### src/rtl/varint_pkg.sv
// Shared types for the variable-length integer decoder.
// Assumes nothing beyond standard SystemVerilog.
package varint_pkg;

    // Decode mode carried along with each request.
    typedef enum logic {
        MODE_UNSIGNED = 1'b0,
        MODE_SIGNED   = 1'b1
    } vmode_e;

endpackage

### src/rtl/varint_len.sv
// Field length finder: scans the continuation flags of the first
// MAX_BYTES-1 bytes and reports how many bytes the field occupies.
// Assumes the flag is the top bit of each byte and the last byte is
// always final.
module varint_len #(
    parameter int BYTE_W    = 8,
    parameter int MAX_BYTES = 4,
    parameter int CNT_W     = 3
) (
    input  logic [BYTE_W*MAX_BYTES-1:0] window,
    output logic [CNT_W-1:0]            len
);

    // The lowest byte with a clear flag wins; default is the full length.
    always_comb begin
        len = CNT_W'(MAX_BYTES);
        for (int i = MAX_BYTES - 2; i >= 0; i--) begin
            if (!window[i*BYTE_W + BYTE_W - 1]) len = CNT_W'(i + 1);
        end
    end

endmodule

### src/rtl/varint_assemble.sv
// Payload assembler: packs the payload groups of the bytes inside the
// field little-endian, then zero- or sign-extends to OUT_W bits.
// Assumes len is in 1..MAX_BYTES and OUT_W >= the widest payload.
module varint_assemble #(
    parameter int BYTE_W    = 8,
    parameter int MAX_BYTES = 4,
    parameter int CNT_W     = 3,
    parameter int OUT_W     = 32
) (
    input  logic [BYTE_W*MAX_BYTES-1:0] window,
    input  logic [CNT_W-1:0]            len,
    input  logic                        is_signed,
    output logic [OUT_W-1:0]            value
);

    localparam int PAY_W   = BYTE_W - 1;
    localparam int LAST_LO = PAY_W * (MAX_BYTES - 1);
    localparam int FIELD_W = LAST_LO + BYTE_W;

    logic [FIELD_W-1:0] field;
    logic [OUT_W-1:0]   field_ext;
    logic               sgn;
    int                 used_w;

    // Flagged bytes: keep only the payload bits, and only inside the field.
    for (genvar g = 0; g < MAX_BYTES - 1; g++) begin : g_grp
        assign field[g*PAY_W +: PAY_W] =
            (len > CNT_W'(g)) ? window[g*BYTE_W +: PAY_W] : '0;
    end

    // Final byte: every bit is payload, present only at full length.
    assign field[LAST_LO +: BYTE_W] =
        (len == CNT_W'(MAX_BYTES)) ? window[(MAX_BYTES-1)*BYTE_W +: BYTE_W] : '0;

    assign field_ext = OUT_W'(field);

    // Find the field's payload width and its top payload bit.
    always_comb begin
        used_w = FIELD_W;
        for (int k = 1; k < MAX_BYTES; k++) begin
            if (len == CNT_W'(k)) used_w = k * PAY_W;
        end
        sgn = field_ext[used_w - 1];
    end

    // Extend above the payload with zero or with the sign bit.
    always_comb begin
        for (int j = 0; j < OUT_W; j++) begin
            value[j] = (j < used_w) ? field_ext[j] : (is_signed & sgn);
        end
    end

endmodule

### src/rtl/varint_dec.sv
// Variable-length integer decoder, top level. Two register stages:
// stage 1 captures the request with its field length, stage 2 holds the
// assembled value and byte count. Fixed two-cycle latency, one request
// per cycle, no back-pressure. Only the valid flags are reset.
module varint_dec #(
    parameter int BYTE_W    = 8,
    parameter int MAX_BYTES = 4,
    parameter int OUT_W     = 32
) (
    input  logic                        clk,
    input  logic                        rst_n,
    input  logic                        in_valid,
    output logic                        in_ready,
    input  logic                        in_signed,
    input  logic [BYTE_W*MAX_BYTES-1:0] in_window,
    output logic                        out_valid,
    output logic [OUT_W-1:0]            out_value,
    output logic [$clog2(MAX_BYTES+1)-1:0] out_count
);

    import varint_pkg::*;

    localparam int WIN_W = BYTE_W * MAX_BYTES;
    localparam int CNT_W = $clog2(MAX_BYTES + 1);

    logic             s1_valid;
    logic [WIN_W-1:0] s1_window;
    logic [CNT_W-1:0] s1_len;
    vmode_e           s1_mode;
    logic [CNT_W-1:0] len_c;
    logic [OUT_W-1:0] value_c;

    // No stall source exists, so requests are always taken.
    assign in_ready = 1'b1;

    varint_len #(
        .BYTE_W   (BYTE_W),
        .MAX_BYTES(MAX_BYTES),
        .CNT_W    (CNT_W)
    ) u_len (
        .window(in_window),
        .len   (len_c)
    );

    // Pipeline valid flags, cleared by synchronous reset.
    always_ff @(posedge clk) begin
        if (!rst_n) begin
            s1_valid  <= 1'b0;
            out_valid <= 1'b0;
        end else begin
            s1_valid  <= in_valid;
            out_valid <= s1_valid;
        end
    end

    // Stage 1 data: window, length and mode of the accepted request.
    always_ff @(posedge clk) begin
        s1_window <= in_window;
        s1_len    <= len_c;
        s1_mode   <= in_signed ? MODE_SIGNED : MODE_UNSIGNED;
    end

    varint_assemble #(
        .BYTE_W   (BYTE_W),
        .MAX_BYTES(MAX_BYTES),
        .CNT_W    (CNT_W),
        .OUT_W    (OUT_W)
    ) u_asm (
        .window   (s1_window),
        .len      (s1_len),
        .is_signed(s1_mode == MODE_SIGNED),
        .value    (value_c)
    );

    // Stage 2 data: registered result and consume count.
    always_ff @(posedge clk) begin
        out_value <= value_c;
        out_count <= s1_len;
    end

endmodule

### config.mk
export PLATFORM = sky130hd
export DESIGN_NAME = varint_dec
export DESIGN_NICKNAME = d
export VERILOG_FILES = /design/src/rtl/varint_pkg.sv /design/src/rtl/varint_len.sv /design/src/rtl/varint_assemble.sv /design/src/rtl/varint_dec.sv
export SDC_FILE = /design/constraint.sdc
export NUM_CORES = 1
export LEC_CHECK = 0
export BUFFER_PORTS_ARGS = -buffer_cell sky130_fd_sc_hd__buf_2
export CAP_MARGIN = 20
export CORE_AREA = 5 5 70 72
export DETAILED_ROUTE_END_ITERATION = 16
export DIE_AREA = 0 0 75 77
export PLACE_DENSITY = 0.81
export SKIP_LAST_GASP = 1
export SLEW_MARGIN = 0
export SYNTH_ARGS = -nofsm -noshare
export SYNTH_HDL_FRONTEND = slang
export SYNTH_SLANG_ARGS = --single-unit
### constraint.sdc
create_clock -name clk -period 4.9 [get_ports clk]
set_clock_uncertainty 0.1 [all_clocks]
set_input_delay 0.735 -clock clk [delete_from_list [all_inputs] [get_ports clk]]
set_output_delay 0.735 -clock clk [all_outputs]
set_load 0.01 [all_outputs]
-- Word level (Yosys, flattened, before mapping)
Cells that the tools add are included.
- flip-flop bits (word level): 73
- bits in latches: 0
- bits in writable memories: 0
- bits in read-only memories: 0
- input port bits: 36
- output and inout bits: 37
- logic and storage cells: 96
- memories: 0
- $add $sub $neg: 1
- multipliers: 0
- div/mod/pow operators: 0
- $lt $le $gt $ge: 36
- equality and inequality tests: 4
- shifts and indexed selects: 0
- muxes and demuxes: 42
- bitwise operators: 1
- reduce and logical (&&, ||, !) cells: 1
- operators by type and width (kind ; number):
    $lt 5x5->1 const A ; 16
    $lt 4x5->1 const A ; 8
    $lt 32x7->1 const B ; 1
    $mux 1 ; 32
    $mux 7 ; 3
    $lt 3x5->1 const A ; 4
    $mux 5 ; 3
    $lt 1x5->1 const A ; 2
    $lt 2x5->1 const A ; 2
    $mux 8 ; 1
    $eq 3x2->1 const B ; 2
    $gt 3x1->1 const B ; 2
    $sub 5x1->6 const B ; 1
    $bmux 1 s5 ; 1
    $eq 3x1->1 const B ; 1
    $eq 3x3->1 const B ; 1
    $gt 3x2->1 const B ; 1
    $mux 3 ; 1
    $mux 2 ; 1
    $reduce_and 2->1 ; 1
    $and 1x1->1 ; 1

-- Longest topological paths before layout
- depth after elaboration: 10
- gate-level depth with buffers: 11
- gate-level depth less buffers: 8

-- Cells and area by module
A second synthesis with hierarchy kept.
- cells, all modules: 214
- area total of the unflattened synthesis: 2342.2 µm²
- modules (own cells, without submodules) (module ; instances ; cells an instance ; area each (µm²) ; seq. area each (µm²)):
    varint_dec ; 1 ; 77 ; 1485.2 ; 1461.4
    varint_assemble ; 1 ; 133 ; 833.3 ; 0.0
    varint_len ; 1 ; 4 ; 23.8 ; 0.0

-- Worst setup path before layout
Ideal clock, no wire load.
- path type: register to register
- from: register s1_len[0]
- to: register out_value[29]
- library setup time: 0.138 ns
- arrival: 2.123 ns
- data required time: 4.662 ns
- path slack: 2.538 ns
- cell stages (with the launch flop): 12
- path buffers: 3
- period minus slack after synthesis: 2.362 ns
- path through: dfxtp_1 buf_6 inv_1 nor2_1 o21ai_0 ha_1 buf_2 mux2i_1 a21oi_1 o21ai_0 clkbuf_1 a211oi_1
- word-level cells in the longest chain between the ends: 9
- elaborated cells on any way between the ends: 20
- classes of those cells: add/sub: 1; order compare: 4; eq/ne: 4; mux: 10; bitwise: 1
- RTL lines (what ; RTL line ; RTL):
    from (decl) ; varint_dec.sv:28 ; logic [CNT_W-1:0] s1_len;
    from (signal assigned) ; varint_dec.sv:59 ; s1_len <= len_c;
    $eq 3x1->1 ; varint_assemble.sv:41 ; if (len == CNT_W'(k)) used_w = k * PAY_W;
    $mux 5 (3 in a row) ; varint_assemble.sv:41 ;
    $sub 5x1->6 ; varint_assemble.sv:43 ; sgn = field_ext[used_w - 1];
    $bmux 1 s5 ; varint_assemble.sv:43 ;
    $mux 1 (implied by the code) (2 in a row) ; varint_assemble.sv:43 ;
    $and 1x1->1 ; varint_assemble.sv:49 ; value[j] = (j < used_w) ? field_ext[j] : (is_signed & sgn);
    to (signal assigned) ; varint_dec.sv:77 ; out_value <= value_c;
    to (decl) ; varint_dec.sv:17 ; output logic [OUT_W-1:0] out_value,
Several ways; a longest one is shown, not always the timed one. The select of a mux whose other input is x is not followed.
A chain may end at the register's enable or synchronous reset.

-- Worst setup path after layout
- from: register s1_len[0]
- to: register out_value[28]
- word-level cells in the longest chain between the ends: 10
- elaborated cells on any way between the ends: 21
- classes of those cells: add/sub: 1; order compare: 4; eq/ne: 4; mux: 11; bitwise: 1
- RTL lines (what ; RTL line ; RTL):
    $eq 3x1->1 ; varint_assemble.sv:41 ;
    $mux 5 (3 in a row) ; varint_assemble.sv:41 ;
    $sub 5x1->6 ; varint_assemble.sv:43 ;
    $bmux 1 s5 ; varint_assemble.sv:43 ;
    $mux 1 (implied by the code) (2 in a row) ; varint_assemble.sv:43 ;
    $and 1x1->1 ; varint_assemble.sv:49 ;
    $mux 1 (*) ; varint_assemble.sv:49 ;
    net u_asm.value[28] ; varint_assemble.sv:13 ; output logic [OUT_W-1:0] value
Mark *: on every way through the listed nets, which the timed path passes. The rest lies on a longest branch. The select of a mux whose other input is x is not followed.

==> results_dict.tcl <==
set metrics [dict create \
    fillCellCount 381 \
    synth_nets 222 \
    synth_area_per_cell_sq_um 11.4 \
    track_usage_pct 14.9 \
    ctsHoldBuffers 0 \
    critPathMaxFanout 15 \
    cts_setup_buffers 0 \
    io_pins 73 \
    cts-buffers-inserted 9 \
    powerDensity_nw_per_um2 440 \
    drive_above_1_share_pct 36.0 \
    ys_ff_latch 70 \
    ys_types 33 \
    arrival_ns 3.12 \
    fin_crit_ns 3.02 \
    drc 0 \
    dieArea_sq_um 5780 \
    drv_slew 0 \
    rsz0062_at_grt "false" \
    cp-end-kind "flip-flop" \
    clk-insertion-delay-late_ns 0.34 \
    cts_sinks 70 \
    post-route-period-util_pct 61.7 \
    synth_edf_count 0 \
    hold_violations 0 \
    n_antenna_cell 0 \
    max-cap-violations 0 \
    post_drt_via_cell_ratio 4.79 \
    outcome "completed" \
    startpoint_type "flip-flop" \
    timing.fmax_mhz 331 \
    required_ns 4.99 \
    clock_path_buffers 2 \
    crit_chain "inv_1 -> nor2_1 -> o21ai_0 -> ha_1 -> nor2b_1 -> o311ai_2 -> a311oi_2 -> o31ai_1" \
    core.rowCount 24 \
    setup_viol 0 \
    drt_iter0_markers 100 \
    min_path_type "flip-flop to flip-flop" \
    ys_seq_area_share_pct 66.6 \
    grt_pass1_vias 1518 \
    dp_slack_ns 1.65 \
    die_w_um 75 \
    io_buffer_count 71 \
    drt_wl_total_um 4070 \
    synth_area_sq_um 2100 \
    die_height_um 77 \
    area_delta_synth_final_pct 25.0 \
    slowest_delay_ns 0.73 \
    worstMarginPinSlew_ns 0.846 \
    cts.htree.levels 3 \
    crit_type "flip-flop to flip-flop" \
    grt-ovfl-total 0 \
    firstDrtPassIters 4 \
    core_sq_um 4230 \
    wl_per_cell_um 13.0 \
    crit_family "compound AO/OA/AOI/OAI gates" \
    synth-main-ff-cell "dfxtp_1" \
    leakage_nw 1.20 \
    cts_tree "built" \
    maxSlewHeadroom_pct 43.6 \
    synthArstFlopShare_pct 0 \
    grt_max_degree 16 \
    clk_pin_slew_ns 0.07 \
    finalWorstSetupSlack_ns 1.88 \
    cp_slowest_cell "a311oi_2" \
    cts_root_buf "clkbuf_8" \
    syn_inst 185 \
    vdd_drop_max_v 0.000317 \
    final_antenna_net_count 0 \
    hpwl_um 2900 \
    antenna_found_initial 0 \
    grt_pass1_wl_um 6420 \
    yosys_warnings 0 \
    cts.repair.resized 0 \
    routed-via-count 1500 \
    nNetsFinal 294 \
    path_buf_inv 1 \
    finalWeightedCongestion 0.788 \
    start_util_pct 49.7 \
    fin_setup_tns_ns 0 \
]
-- area by class of cell --
cell class / instances / area, sq um / share of cell area, %
timing repair buffer: 72 / 360 / 13.7
multi-input combinational: 101 / 619 / 23.5
sequential: 70 / 1400 / 53.3
clock buffer: 11 / 151 / 5.75
clock inverter: 4 / 22.5 / 0.856
inverter: 3 / 11.3 / 0.428
tap: 52 / 65.1 / 2.47
-- flip-flops by register name, summed over array words and instances, names as in the netlist --
signal / flops
s1_len: 3
s1_window: 29
s1_mode: 1
out_count: 3
out_value: 32
s1_valid: 1
out_valid: 1
-- where the power goes --
| part | switching, mW | internal (mW) |
|---|---|---|
| logic | 0.0724 | 0.0568 |
| registers | 0.0171 | 0.615 |
| clock network | 0.190 | 0.205 |
-- per-layer routing --
layer	track usage, %	routed length [um]	up-vias
met5	0	0	-
li1	-	-	772
met4	4.27	35	0
met3	9.28	366	5
met2	24.7	2060	52
met1	15.2	1620	671
-- logic make-up after synthesis --
family                     share of synthesized area (%)
adders and majority gates                          0.594
DFF                                                 66.6
other                                              0.178
and+or+nand+nor                                     13.0
muxes                                               1.90
AOI/OAI and AO/OA                                   13.7
buffers and inverters                               3.98
-- synthesized netlist by cell type, drive strengths merged, types with 2 or more instances --
master  instances  area share, %
a211oi          3            1.1
a21boi          2           0.71
a21oi           2           0.48
and2            2           0.59
buf            10            3.3
dfxtp          70             67
inv             3           0.54
mux2i           4            1.9
nand2          28            5.0
nand4           2           0.59
nor2            5           0.89
nor2b           9            2.7
o21ai          21            5.0
o311ai          2            1.5
o31ai           8            2.9
-- stage by stage --
step	hold slack (ns)	instances	util [%]	power, mW	area (sq um)
after floorplan	0.245	185	-	0.722	2100
after global placement	0.310	297	57.9	0.771	2450
after detailed placement	0.315	297	57.9	0.775	2450
after CTS	0.334	312	62.0	1.17	2630
after global routing	0.338	313	62.1	1.22	2630
final	0.328	313	62.1	1.16	2630
-- cell usage in the layout (no fill, tap or decap) --
master      synthesis  layout
a211oi_1            3       3
a21boi_0            1       1
a21boi_1            1       1
a21oi_1             2       2
a22oi_1             1       1
a311oi_2            1       1
a41oi_1             1       1
and2_1              2       2
and3_1              1       1
buf_2               4      72
clkbuf_8            0      11
clkinv_2            0       3
clkinvlp_4          0       1
conb_1              1       1
dfxtp_1            70      70
ha_1                1       1
inv_1               3       3
mux2i_1             4       4
nand2_1            28      28
nand3b_1            1       1
nand4_1             2       2
nand4bb_1           1       1
nor2_1              5       5
nor2b_1             9       9
nor3_2              1       1
nor3b_2             1       1
nor4b_2             1       1
o211ai_2            1       1
o21ai_0            10      10
o21ai_1            11      11
o311ai_2            2       2
o31ai_1             8       8
or2_1               1       1
-- worst reg2reg max path, cell delays in order (launching register included) --
cell and delay, ns:
dfxtp_1 0.65, inv_1 0.14, nor2_1 0.20, o21ai_0 0.11, ha_1 0.45, nor2b_1 0.21
o311ai_2 0.16, a311oi_2 0.73, o31ai_1 0.14
-- path summary, 6_finish.rpt --
kind,cells past startpoint,endpoint,start,slack (ns)
setup / recovery,8,out_value[28],s1_len[0],1.88
hold / removal,1,out_value[3],s1_window[3],0.33
setup reg to reg,8,out_value[28],s1_len[0],1.88
hold reg to reg,1,out_value[3],s1_window[3],0.33
Power figures use the tool's default switching activity.
